===== src/rtl/lic_pkg.sv =====
package lic_pkg;

   typedef enum logic {
      BUS_FSB   = 1'b0,
      BUS_3WIRE = 1'b1
   } lic_bus_e;

   localparam int LIC_NSRC = 6;

   // Source positions in the mask and irq vectors
   localparam int SRC_LINT0 = 0;
   localparam int SRC_LINT1 = 1;
   localparam int SRC_TIMER = 2;
   localparam int SRC_PERF  = 3;
   localparam int SRC_THERM = 4;
   localparam int SRC_ERROR = 5;

   // Sources that stay usable while the global enable is locked off
   localparam logic [LIC_NSRC-1:0] LIC_LOCK_KEEP =
      LIC_NSRC'((1 << SRC_PERF) | (1 << SRC_THERM));

endpackage


===== src/rtl/lic_enable_regs.sv =====
module lic_enable_regs #(
   parameter int                 ADDR_W    = 12,
   parameter logic [ADDR_W-1:0]  BASE_ADDR = 12'h01B,
   parameter logic [ADDR_W-1:0]  SVR_ADDR  = 12'h0F0,
   parameter lic_pkg::lic_bus_e  BUS_MODE  = lic_pkg::BUS_FSB
) (
   input  logic              clk,
   input  logic              rst_n,
   input  logic              wr_en,
   input  logic [ADDR_W-1:0] wr_addr,
   input  logic              wr_gen_bit,
   input  logic              wr_swen_bit,
   output logic              gen_en,
   output logic              sw_en,
   output logic              locked,
   output logic              force_ones
);

   logic base_hit;
   logic svr_hit;
   logic gen_clr;
   logic gen_set;

   assign base_hit = wr_en && (wr_addr == BASE_ADDR);
   assign svr_hit  = wr_en && (wr_addr == SVR_ADDR) && gen_en;
   assign gen_clr  = base_hit && !wr_gen_bit;
   assign gen_set  = base_hit && wr_gen_bit;

   generate
      if (BUS_MODE == lic_pkg::BUS_3WIRE) begin : g_sticky
         logic lock_q;
         always_ff @(posedge clk) begin
            if (!rst_n)       lock_q <= 1'b0;
            else if (gen_clr) lock_q <= 1'b1;
         end
         assign locked = lock_q;
      end else begin : g_free
         assign locked = 1'b0;
      end
   endgenerate

   always_ff @(posedge clk) begin
      if (!rst_n)                  gen_en <= 1'b1;
      else if (gen_clr)            gen_en <= 1'b0;
      else if (gen_set && !locked) gen_en <= 1'b1;
   end

   always_ff @(posedge clk) begin
      if (!rst_n)       sw_en <= 1'b0;
      else if (gen_clr) sw_en <= 1'b0;
      else if (svr_hit) sw_en <= wr_swen_bit;
   end

   assign force_ones = gen_clr || (svr_hit && !wr_swen_bit);

endmodule


===== src/rtl/lic_mask_bank.sv =====
module lic_mask_bank #(
   parameter int                 ADDR_W    = 12,
   parameter int                 NSRC      = 6,
   parameter logic [ADDR_W-1:0]  MASK_ADDR = 12'h300,
   parameter logic [NSRC-1:0]    LOCK_KEEP = '0
) (
   input  logic              clk,
   input  logic              rst_n,
   input  logic              wr_en,
   input  logic [ADDR_W-1:0] wr_addr,
   input  logic [NSRC-1:0]   wr_bits,
   input  logic              force_ones,
   input  logic              gen_en,
   input  logic              sw_en,
   input  logic              locked,
   output logic [NSRC-1:0]   mask
);

   logic hit;
   logic open_wr;

   assign hit     = wr_en && (wr_addr == MASK_ADDR);
   assign open_wr = hit && gen_en && sw_en;

   generate
      for (genvar i = 0; i < NSRC; i++) begin : g_bit
         if (LOCK_KEEP[i]) begin : g_keep
            always_ff @(posedge clk) begin
               if (!rst_n)                mask[i] <= 1'b1;
               else if (force_ones)       mask[i] <= 1'b1;
               else if (hit && locked)    mask[i] <= wr_bits[i];
               else if (open_wr)          mask[i] <= wr_bits[i];
            end
         end else begin : g_plain
            always_ff @(posedge clk) begin
               if (!rst_n)                mask[i] <= 1'b1;
               else if (force_ones)       mask[i] <= 1'b1;
               else if (open_wr)          mask[i] <= wr_bits[i];
            end
         end
      end
   endgenerate

endmodule


===== src/rtl/lic_delivery_gate.sv =====
module lic_delivery_gate #(
   parameter int              NSRC      = 6,
   parameter logic [NSRC-1:0] LOCK_KEEP = '0
) (
   input  logic            gen_en,
   input  logic            sw_en,
   input  logic            locked,
   input  logic [NSRC-1:0] mask,
   input  logic [NSRC-1:0] src_req,
   output logic [NSRC-1:0] irq
);

   logic full_on;
   assign full_on = gen_en && sw_en;

   generate
      for (genvar i = 0; i < NSRC; i++) begin : g_src
         if (LOCK_KEEP[i]) begin : g_keep
            assign irq[i] = src_req[i] && !mask[i] && (full_on || locked);
         end else begin : g_plain
            assign irq[i] = src_req[i] && !mask[i] && full_on;
         end
      end
   endgenerate

endmodule


===== src/rtl/lic_enable_gate.sv =====
module lic_enable_gate #(
   parameter int                ADDR_W    = 12,
   parameter int                DATA_W    = 32,
   parameter logic [ADDR_W-1:0] BASE_ADDR = 12'h01B,
   parameter logic [ADDR_W-1:0] SVR_ADDR  = 12'h0F0,
   parameter logic [ADDR_W-1:0] MASK_ADDR = 12'h300,
   parameter int                GEN_BIT   = 11,
   parameter int                SWEN_BIT  = 8,
   parameter lic_pkg::lic_bus_e BUS_MODE  = lic_pkg::BUS_FSB
) (
   input  logic                        clk,
   input  logic                        rst_n,
   input  logic                        wr_en,
   input  logic [ADDR_W-1:0]           wr_addr,
   input  logic [DATA_W-1:0]           wr_data,
   input  logic [lic_pkg::LIC_NSRC-1:0] src_req,
   output logic [lic_pkg::LIC_NSRC-1:0] irq,
   output logic                        feature_present,
   output logic                        ctl_enabled,
   output logic                        gen_locked
);

   localparam int              NSRC      = lic_pkg::LIC_NSRC;
   localparam logic [NSRC-1:0] LOCK_KEEP = lic_pkg::LIC_LOCK_KEEP;

   generate
      if (GEN_BIT >= DATA_W || SWEN_BIT >= DATA_W || NSRC > DATA_W) begin : g_bad_bits
         $error("lic_enable_gate: a field lies outside wr_data");
      end
      if (BASE_ADDR == SVR_ADDR || BASE_ADDR == MASK_ADDR || SVR_ADDR == MASK_ADDR) begin : g_bad_addr
         $error("lic_enable_gate: register addresses overlap");
      end
   endgenerate

   logic gen_en;
   logic sw_en;
   logic locked;
   logic force_ones;
   logic [NSRC-1:0] mask;
   logic unused_wr_data;

   assign unused_wr_data = ^wr_data;

   lic_enable_regs #(
      .ADDR_W    (ADDR_W),
      .BASE_ADDR (BASE_ADDR),
      .SVR_ADDR  (SVR_ADDR),
      .BUS_MODE  (BUS_MODE)
   ) regs_i (
      .clk         (clk),
      .rst_n       (rst_n),
      .wr_en       (wr_en),
      .wr_addr     (wr_addr),
      .wr_gen_bit  (wr_data[GEN_BIT]),
      .wr_swen_bit (wr_data[SWEN_BIT]),
      .gen_en      (gen_en),
      .sw_en       (sw_en),
      .locked      (locked),
      .force_ones  (force_ones)
   );

   lic_mask_bank #(
      .ADDR_W    (ADDR_W),
      .NSRC      (NSRC),
      .MASK_ADDR (MASK_ADDR),
      .LOCK_KEEP (LOCK_KEEP)
   ) masks_i (
      .clk        (clk),
      .rst_n      (rst_n),
      .wr_en      (wr_en),
      .wr_addr    (wr_addr),
      .wr_bits    (wr_data[NSRC-1:0]),
      .force_ones (force_ones),
      .gen_en     (gen_en),
      .sw_en      (sw_en),
      .locked     (locked),
      .mask       (mask)
   );

   lic_delivery_gate #(
      .NSRC      (NSRC),
      .LOCK_KEEP (LOCK_KEEP)
   ) gate_i (
      .gen_en  (gen_en),
      .sw_en   (sw_en),
      .locked  (locked),
      .mask    (mask),
      .src_req (src_req),
      .irq     (irq)
   );

   assign feature_present = gen_en;
   assign ctl_enabled     = gen_en && sw_en;
   assign gen_locked      = locked;

endmodule


===== config.mk =====
export PLATFORM = sky130hd
export DESIGN_NAME = lic_enable_gate
export DESIGN_NICKNAME = d
export VERILOG_FILES = /design/src/rtl/lic_pkg.sv /design/src/rtl/lic_enable_regs.sv /design/src/rtl/lic_mask_bank.sv /design/src/rtl/lic_delivery_gate.sv /design/src/rtl/lic_enable_gate.sv
export SDC_FILE = /design/constraint.sdc
export NUM_CORES = 1
export LEC_CHECK = 0
export ABC_AREA = 0
export BUFFER_PORTS_ARGS = -buffer_cell sky130_fd_sc_hd__buf_4
export CAP_MARGIN = 20
export CELL_PAD_IN_SITES_DETAIL_PLACEMENT = 1
export CELL_PAD_IN_SITES_GLOBAL_PLACEMENT = 1
export CORE_MARGIN = 10
export CORE_UTILIZATION = 22
export CTS_BUF_LIST = sky130_fd_sc_hd__clkbuf_4
export CTS_CLUSTER_SIZE = 14
export DETAILED_ROUTE_END_ITERATION = 16
export PLACE_DENSITY_LB_ADDON = 0.15
export SLEW_MARGIN = 20
export SYNTH_ARGS = -nofsm -noshare
export SYNTH_HDL_FRONTEND = slang
export SYNTH_HIERARCHICAL = 1
export SYNTH_SLANG_ARGS = --single-unit

===== constraint.sdc =====
create_clock -name clk -period 2.9 [get_ports clk]
set_clock_uncertainty 0.05 [all_clocks]
set_input_delay 0.58 -clock clk [delete_from_list [all_inputs] [get_ports clk]]
set_output_delay 0.58 -clock clk [all_outputs]
set_load 0.01 [all_outputs]

Word level (Yosys, flattened, before mapping)
Cells that the tools add are included.
{"block": "totals", "inputBits": 53, "ff_bits": 8}
{"block": "op_classes", "n_eq_ne": 3, "bitwise_logic": 1, "mux": 2, "n_reduce_logical": 34}
{"cell": "1-bit logical AND", "count": 22}
{"cell": "12-bit by 10-bit equality test with 1-bit output (second input constant)", "count": 1}
{"cell": "12-bit by 5-bit equality test with 1-bit output (second input constant)", "count": 1}
{"cell": "12-bit by 8-bit equality test with 1-bit output (second input constant)", "count": 1}
{"cell": "1-bit zero test", "count": 8}
{"cell": "2-bit OR reduction", "count": 2}
{"cell": "1-bit two-way mux", "count": 2}
{"cell": "2-bit nonzero test", "count": 1}
{"cell": "1-bit logical OR", "count": 1}
{"cell": "1-bit inverter", "count": 1}

Longest topological paths before layout
Gate-level depths: netlist of run 1.
{"block": "depth", "depth_word": 6, "mapped_depth": 8}

Modules after synthesis
The synthesis of run 1 kept the hierarchy.
{"mod": "lic_mask_bank", "area_per_inst_um2": 310.3, "instances": 1, "seq_area_each_um2": 120.1, "cells_per_inst": 35}
{"mod": "lic_enable_regs", "area_per_inst_um2": 166.4, "instances": 1, "seq_area_each_um2": 40.0, "cells_per_inst": 18}
{"mod": "lic_delivery_gate", "area_per_inst_um2": 76.3, "instances": 1, "seq_area_each_um2": 0.0, "cells_per_inst": 8}
{"mod": "lic_enable_gate", "area_per_inst_um2": 6.3, "instances": 1, "seq_area_each_um2": 0.0, "cells_per_inst": 1}

Worst setup path before layout of run 1
No wires, ideal clock.
{"block": "synth_path", "path_kind": "input port to flip-flop", "start": "input port wr_addr[9]", "end": "register masks_i.mask[1]", "path_slack_ns": 0.427, "arrival_ns": 2.351, "setup_time_ns": 0.072, "required_time_ns": 2.778, "path_stages": 7, "path_buffers": 1, "path_cell_list": "or4_4 or4_4 o21ai_0 nand2b_1 clkbuf_1 nor2_1 mux2i_1"}
{"block": "synth_via", "elab_chain_len": 6, "word_cells_on_any_way": 13, "cone_classes": "eq/ne: 3; reduce/logical: 10"}
{"item": "start, declared", "line": "lic_enable_gate.sv:14", "text": "input logic [ADDR_W-1:0] wr_addr,"}
{"item": "12-bit by 8-bit equality test with 1-bit output", "line": "lic_enable_regs.sv:25", "text": "assign svr_hit = wr_en && (wr_addr == SVR_ADDR) && gen_en;"}
{"item": "1-bit logical AND (2 in series)", "line": "lic_enable_regs.sv:25"}
{"item": "1-bit logical AND", "line": "lic_enable_regs.sv:54", "text": "assign force_ones = gen_clr || (svr_hit && !wr_swen_bit);"}
{"item": "1-bit logical OR *", "line": "lic_enable_regs.sv:54"}
{"item": "net force_ones", "line": "lic_enable_gate.sv:38", "text": "logic force_ones;"}
{"item": "2-bit OR reduction (no source line) *"}
{"item": "end signal, assigned by index", "line": "lic_mask_bank.sv:38", "text": "else if (open_wr) mask[i] <= wr_bits[i];"}
{"item": "end, declared", "line": "lic_mask_bank.sv:16", "text": "output logic [NSRC-1:0] mask"}
The timed path passes the listed nets; every way through them passes the cells marked *.
A chain may end at the register's enable or synchronous reset.

Worst setup path after layout of run 1
{"block": "layout_path", "start": "input port wr_addr[9]", "end": "register masks_i.mask[3]"}
Same word-level chain as after synthesis.

==> flow_metrics.py, run 1 <==
metrics = {
    "critical_path": {
        "max_stage_delay_ns": 0.56,
        "critPathSlowestCell": "or4_4",
        "end_kind": "flip-flop",
        "cp-start-kind": "primary input",
        "arrival_ns": 2.40,
        "regToRegSetupSlack_ns": 1.05,
        "required_ns": 3.03,
        "crit_chain": "buf_4 -> or4_4 -> or4_4 -> o21ai_0 -> nand2b_1 -> buf_4 -> nor2_1 -> mux2i_1",
        "critical_path.max_fanout": 12,
        "criticalPathCategory": "in2reg",
    },
    "floorplanning": {
        "io_pins": 62,
        "die_y_um": 70.4,
        "die_x_um": 70.4,
        "start_util": 0.228,
        "core_um2": 2450,
        "rows": 18,
        "die_area_um2": 4960,
    },
    "timing": {
        "fin_tns_setup_ns": 0,
        "setup_ws_ns": 0.628,
        "setup-violations-final": 0,
        "timing.hold.ws_ns": 0.460,
        "rsz0062_at_grt": "false",
        "finalHoldViolations": 0,
        "clock.fmax_ghz": 0.440,
        "fin_crit_sh": 0.783,
        "slew_violations": 0,
        "min_period_ns": 2.27,
    },
    "clock_tree": {
        "clk_pin_slew_ns": 0.05,
        "cts-root-buf": "clkbuf_4",
        "postCtsHoldBufs": 0,
        "clk_path_buf_depth": 2,
        "cts_repair_resize_count": 0,
        "post_cts_buffers": 0,
        "cts.sinks": 8,
        "clk_latency_ns": 0.25,
        "htreeDepth": 1,
        "cts_tree": "built",
        "cts_buffers": 3,
    },
    "route": {
        "drt-wirelength-per-cell_um": 13.6,
        "ant_nets": 0,
        "vias_per_cell": 4.51,
        "drtIter0Drc": 7,
        "num_vias": 586,
        "drc": 0,
        "drtPass1Iterations": 3,
        "wirelength_um": 1770,
    },
    "finish": {
        "area_growth_pct": 58.4,
        "multi_input_area_um2": 388,
        "layoutNonFillerInstCount": 130,
        "regArea_um2": 160,
        "nFillCells": 306,
        "finalCoreUtilization": 0.361,
        "fin_area_um2": 886,
        "nNetsFinal": 155,
        "n_antenna_cell": 0,
        "drive_above_1_share": 0.530,
    },
    "synthesis": {
        "syn_avg_cell_area_um2": 9.02,
        "ys_ff_latch": 8,
        "synth_area_leaders": "dfxtp_1 (29%), mux2i_1 (13%), nor3b_2 (8.9%), nor2_1 (8.7%), nor3b_1 (4.0%)",
        "yosysMostFrequentCell": "nor2_1",
        "synthesis.nets": 115,
        "syn_area_um2": 559,
        "synth_warnings": 6,
        "synth_top_area_share": 0.286,
        "synth-edff-count": 0,
        "synth_top_area_cell": "dfxtp_1",
        "ys_types": 26,
        "synth_common_cells": "nor2_1 (13), dfxtp_1 (8), mux2i_1 (7)",
        "synthFlopType": "dfxtp_1",
        "synth_cells": 62,
        "async_flop_share": 0,
        "yosysSeqAreaShare": 0.286,
    },
    "flow_run": {
        "cap_viol_max_count": 0,
    },
    "place": {
        "postPlaceCellArea_um2": 863,
        "portBuffers": 36,
        "dp_hpwl_um": 1600,
        "dp_slack_ns": 0.350,
        "dpl.cell_count": 127,
        "gp_congestion": 0.607,
    },
    "power_and_ir_drop": {
        "irDropWorstVdd_mv": 0.121,
        "p_leak_nw": 0.362,
        "totalPowerFinal_mw": 0.239,
        "p_per_area_nw_per_um2": 270,
    },
    "grt": {
        "track_usage": 0.0701,
        "grt_pass1_vias": 645,
        "antenna_found_initial": 0,
        "grt_pass1_wl_um": 2850,
        "grt_max_degree": 13,
        "gr-total-overflow": 0,
    },
    "hold_path": {
        "hold_class": "in2reg",
    },
    "run_status": {
        "status": "complete, no violations",
    },
}
## flip-flops by register name, indices dropped and copies added (netlist names)
name           cells
masks_i/mask       6
regs_i/sw_en       1
regs_i/gen_en      1
## final timing paths
path,start,endpoint,depth (start not counted)
setup / recovery,wr_addr[9],masks_i/mask[3],8
hold / removal,rst_n,regs_i/gen_en,2
setup reg to reg,regs_i/gen_en,masks_i/mask[3],7
hold reg to reg,masks_i/mask[5],masks_i/mask[5],2
## cells in the final DEF (no fill, tap or decap)
| cell | synthesis | final |
|---|---|---|
| mux2i_1 | 7 | 7 |
| a21oi_1 | 2 | 2 |
| nand2b_1 | 2 | 2 |
| dfxtp_1 | 8 | 8 |
| mux2_4 | 1 | 1 |
| nor2_1 | 13 | 13 |
| nor4_2 | 1 | 1 |
| and2_1 | 1 | 1 |
| or4b_1 | 1 | 1 |
| and4bb_2 | 1 | 1 |
| o21ai_0 | 1 | 1 |
| or4_4 | 2 | 2 |
| nand2_1 | 3 | 3 |
| nand4_2 | 1 | 1 |
| nor2_2 | 1 | 1 |
| and3_1 | 1 | 1 |
| nor3b_2 | 4 | 4 |
| nand4bb_1 | 1 | 1 |
| buf_4 | 1 | 37 |
| nor2_4 | 1 | 1 |
| clkbuf_4 | 0 | 3 |
| nor4_1 | 1 | 1 |
| nand3b_1 | 2 | 2 |
| nand2_2 | 1 | 1 |
| nor3b_1 | 3 | 3 |
| conb_1 | 1 | 1 |
## final cells by class
type,instances,share of cell area
multi-input combinational,52,0.438
tap,30,0.0424
sequential,8,0.181
timing repair buffer,37,0.314
clock buffer,3,0.0254
## worst max-delay path: cells and delay by family
family          cells  cell delay (ns)
compound gates      1             0.14
simple gates        4             1.26
buf+inv             2             0.28
mux                 1             0.13
## logic make-up (layout without fill, tap and decap cells)
| family | after synthesis | in the layout | share of synthesized area |
|---|---|---|---|
| AND/OR/NAND/NOR | 40 | 40 | 0.508 |
| multiplexers | 8 | 8 | 0.152 |
| flip-flops | 8 | 8 | 0.286 |
| AO/OA/AOI/OAI | 3 | 3 | 0.0268 |
| buffers and inverters | 2 | 40 | 0.0201 |
| other | 1 | 1 | 0.00670 |
## routing by layer
| layer | up-vias | GRT usage | part of all wire |
|---|---|---|---|
| met3 | 2 | 0.0367 | 0.085 |
| met1 | 262 | 0.0640 | 0.39 |
| met4 | 0 | 0.0329 | 0.011 |
| met5 | - | 0 | 0 |
| met2 | 25 | 0.125 | 0.51 |
| li1 | 297 | - | - |
## power by group
group | switching (mW) | internal [mW] | total [mW]
combinational | 0.0161 | 0.0318 | 0.0479
sequential | 0.00000650 | 0.110 | 0.110
clock | 0.0341 | 0.0471 | 0.0812
total | 0.0502 | 0.189 | 0.239
(Power assumes the default switching activity.)
==> inputs of run 2 (changes only) <==
ABC_AREA = 1   (was 0)
CORE_UTILIZATION = 23   (was 22)
clock period = 2.3 ns   (was 2.9 ns; I/O delays follow)
==> flow_metrics.py, run 2 <==
metrics = {
    "synthesis": {
        "synthesis.nets": 158,
        "async_flop_share": 0,
        "synth_area_leaders": "dfxtp_1 (24%), nand2_1 (16%), inv_1 (9.5%), nand3_1 (8.2%), nor2_1 (7.8%)",
        "synth_warnings": 6,
        "yosysSeqAreaShare": 0.238,
        "synthFlopType": "dfxtp_1",
        "syn_area_um2": 673,
        "synth_cells": 105,
        "synth_top_area_share": 0.238,
        "ys_ff_latch": 8,
        "syn_avg_cell_area_um2": 6.41,
        "synth_top_area_cell": "dfxtp_1",
        "synth_common_cells": "nand2_1 (28), inv_1 (17), nor2_1 (14)",
        "ys_types": 20,
        "synth-edff-count": 0,
        "yosysMostFrequentCell": "nand2_1",
    },
    "critical_path": {
        "critical_path.max_fanout": 10,
        "end_kind": "primary output",
        "cp-start-kind": "flip-flop",
        "critPathBufInv": 1,
        "critPathSlowestCell": "dfxtp_1",
        "crit_chain": "nand2_1 -> a21oi_1 -> buf_4",
        "max_stage_delay_ns": 0.55,
        "arrival_ns": 1.21,
        "criticalPathCategory": "reg2out",
        "reg2reg_from": "regs_i/gen_en",
        "startpoint": "regs_i/gen_en",
        "cpLargestDelayFamily": "flip-flops",
        "required_ns": 1.79,
    },
    "run_status": {
        "status": "complete, no violations",
    },
    "clock_tree": {
        "clk_pin_slew_ns": 0.05,
        "cts_tree": "built",
        "cts_buffers": 3,
        "cts-root-buf": "clkbuf_4",
        "cts_repair_resize_count": 0,
        "cts.sinks": 8,
        "htreeDepth": 1,
        "clk_latency_ns": 0.25,
        "postCtsHoldBufs": 0,
        "post_cts_buffers": 0,
        "clk_path_buf_depth": 2,
    },
    "floorplanning": {
        "die_area_um2": 5490,
        "start_util": 0.242,
        "die_y_um": 74.1,
        "io_pins": 62,
        "rows": 19,
        "core_um2": 2780,
        "die_x_um": 74.1,
    },
    "finish": {
        "regArea_um2": 160,
        "nNetsFinal": 198,
        "multi_input_area_um2": 438,
        "layout_common_cells": "buf_4 (36), nand2_1 (28), inv_1 (17), nor2_1 (14), nand3_1 (11)",
        "layoutNonFillerInstCount": 174,
        "regMostFlops": "masks_i/mask",
        "final_common_cell": "buf_4",
        "drive_above_1_share": 0.385,
        "fin_area_um2": 997,
        "reg.largest.list": "masks_i/mask: 6 flops, regs_i/gen_en: 1 flops, regs_i/sw_en: 1 flops",
        "nFillCells": 361,
        "area_growth_pct": 48.1,
        "largest_register_ffs": 6,
        "n_antenna_cell": 0,
    },
    "route": {
        "drtIter0Drc": 21,
        "drc": 0,
        "drt-wirelength-per-cell_um": 12.0,
        "ant_nets": 0,
        "vias_per_cell": 4.49,
        "wirelength_um": 2080,
        "num_vias": 782,
        "drtPass1Iterations": 2,
    },
    "hold_path": {
        "min_from": "rst_n",
        "hold_class": "in2reg",
    },
    "flow_run": {
        "cap_viol_max_count": 0,
    },
    "power_and_ir_drop": {
        "p_per_area_nw_per_um2": 318,
        "irDropWorstVdd_mv": 0.277,
        "totalPowerFinal_mw": 0.317,
        "p_leak_nw": 0.578,
    },
    "place": {
        "dp_hpwl_um": 1830,
        "postPlaceCellArea_um2": 975,
        "gp_congestion": 0.757,
        "portBuffers": 36,
        "dpl.cell_count": 171,
    },
    "grt": {
        "gr-total-overflow": 0,
        "track_usage": 0.0806,
        "antenna_found_initial": 0,
        "grt_pass1_vias": 843,
        "grt_max_degree": 11,
        "grt_pass1_wl_um": 3620,
    },
    "timing": {
        "fin_tns_setup_ns": 0,
        "clock.fmax_ghz": 0.581,
        "rsz0062_at_grt": "false",
        "min_period_ns": 1.72,
        "finalHoldViolations": 0,
        "slew_violations": 0,
        "fin_crit_sh": 0.749,
        "setup-violations-final": 0,
    },
}
[run 2: final timing paths]
path | end | cells after the start | slack, ns
worst max-delay path | irq[4] | 3 | 0.58
worst min-delay path | regs_i/gen_en | 2 | 0.34
worst max register to register | masks_i/mask[0] | 8 | 0.82
worst min register to register | masks_i/mask[1] | 2 | 0.41
[run 2: layer usage]
layer	wire, um	part of all wire	GRT usage	vias up
met5	0	0	0	-
met2	981	0.47	0.134	25
met1	847	0.41	0.0855	349
li1	-	-	-	406
met4	25	0.012	0.0248	0
met3	226	0.11	0.0452	2
[run 2: cell type report]
cell class                 instances  area share
timing repair buffer              36       0.271
sequential                         8       0.161
multi-input combinational         78       0.439
inverter                          18      0.0678
tap                               31      0.0389
clock buffer                       3      0.0226
[run 2: power by group]
group          switching (mW)  internal, mW
sequential          0.0000163         0.139
clock                  0.0474        0.0597
combinational          0.0309        0.0400
[run 2: logic make-up (layout without fill, tap and decap cells)]
| logic type | after synthesis | in the layout | synth area share |
|---|---|---|---|
| and+or+nand+nor | 75 | 75 | 0.630 |
| DFF | 8 | 8 | 0.238 |
| buffers and inverters | 19 | 57 | 0.112 |
| AOI/OAI and AO/OA | 2 | 2 | 0.0149 |
| other | 1 | 1 | 0.00557 |
[run 2: metrics by stage]
| step | util | hold slack, ns | setup slack [ns] |
|---|---|---|---|
| 3_3_place_gp | 0.350 | 0.396 | 0.670 |
| 3_5_place_dp | 0.350 | 0.400 | 0.651 |
| 5_1_grt | 0.359 | 0.334 | 0.414 |
| 2_1_floorplan | - | 0.379 | 0.979 |
| 4_1_cts | 0.359 | 0.332 | 0.550 |
| 6_report | 0.359 | 0.339 | 0.578 |
[run 2: worst reg2reg max path, cell delays in order (launching register included)]
cell	delay, ns
dfxtp_1	0.42
nand2_1	0.10
inv_1	0.04
nand2_1	0.08
nor2_1	0.05
nand3_1	0.07
nand2_2	0.06
nor2_1	0.36
nand3_1	0.13
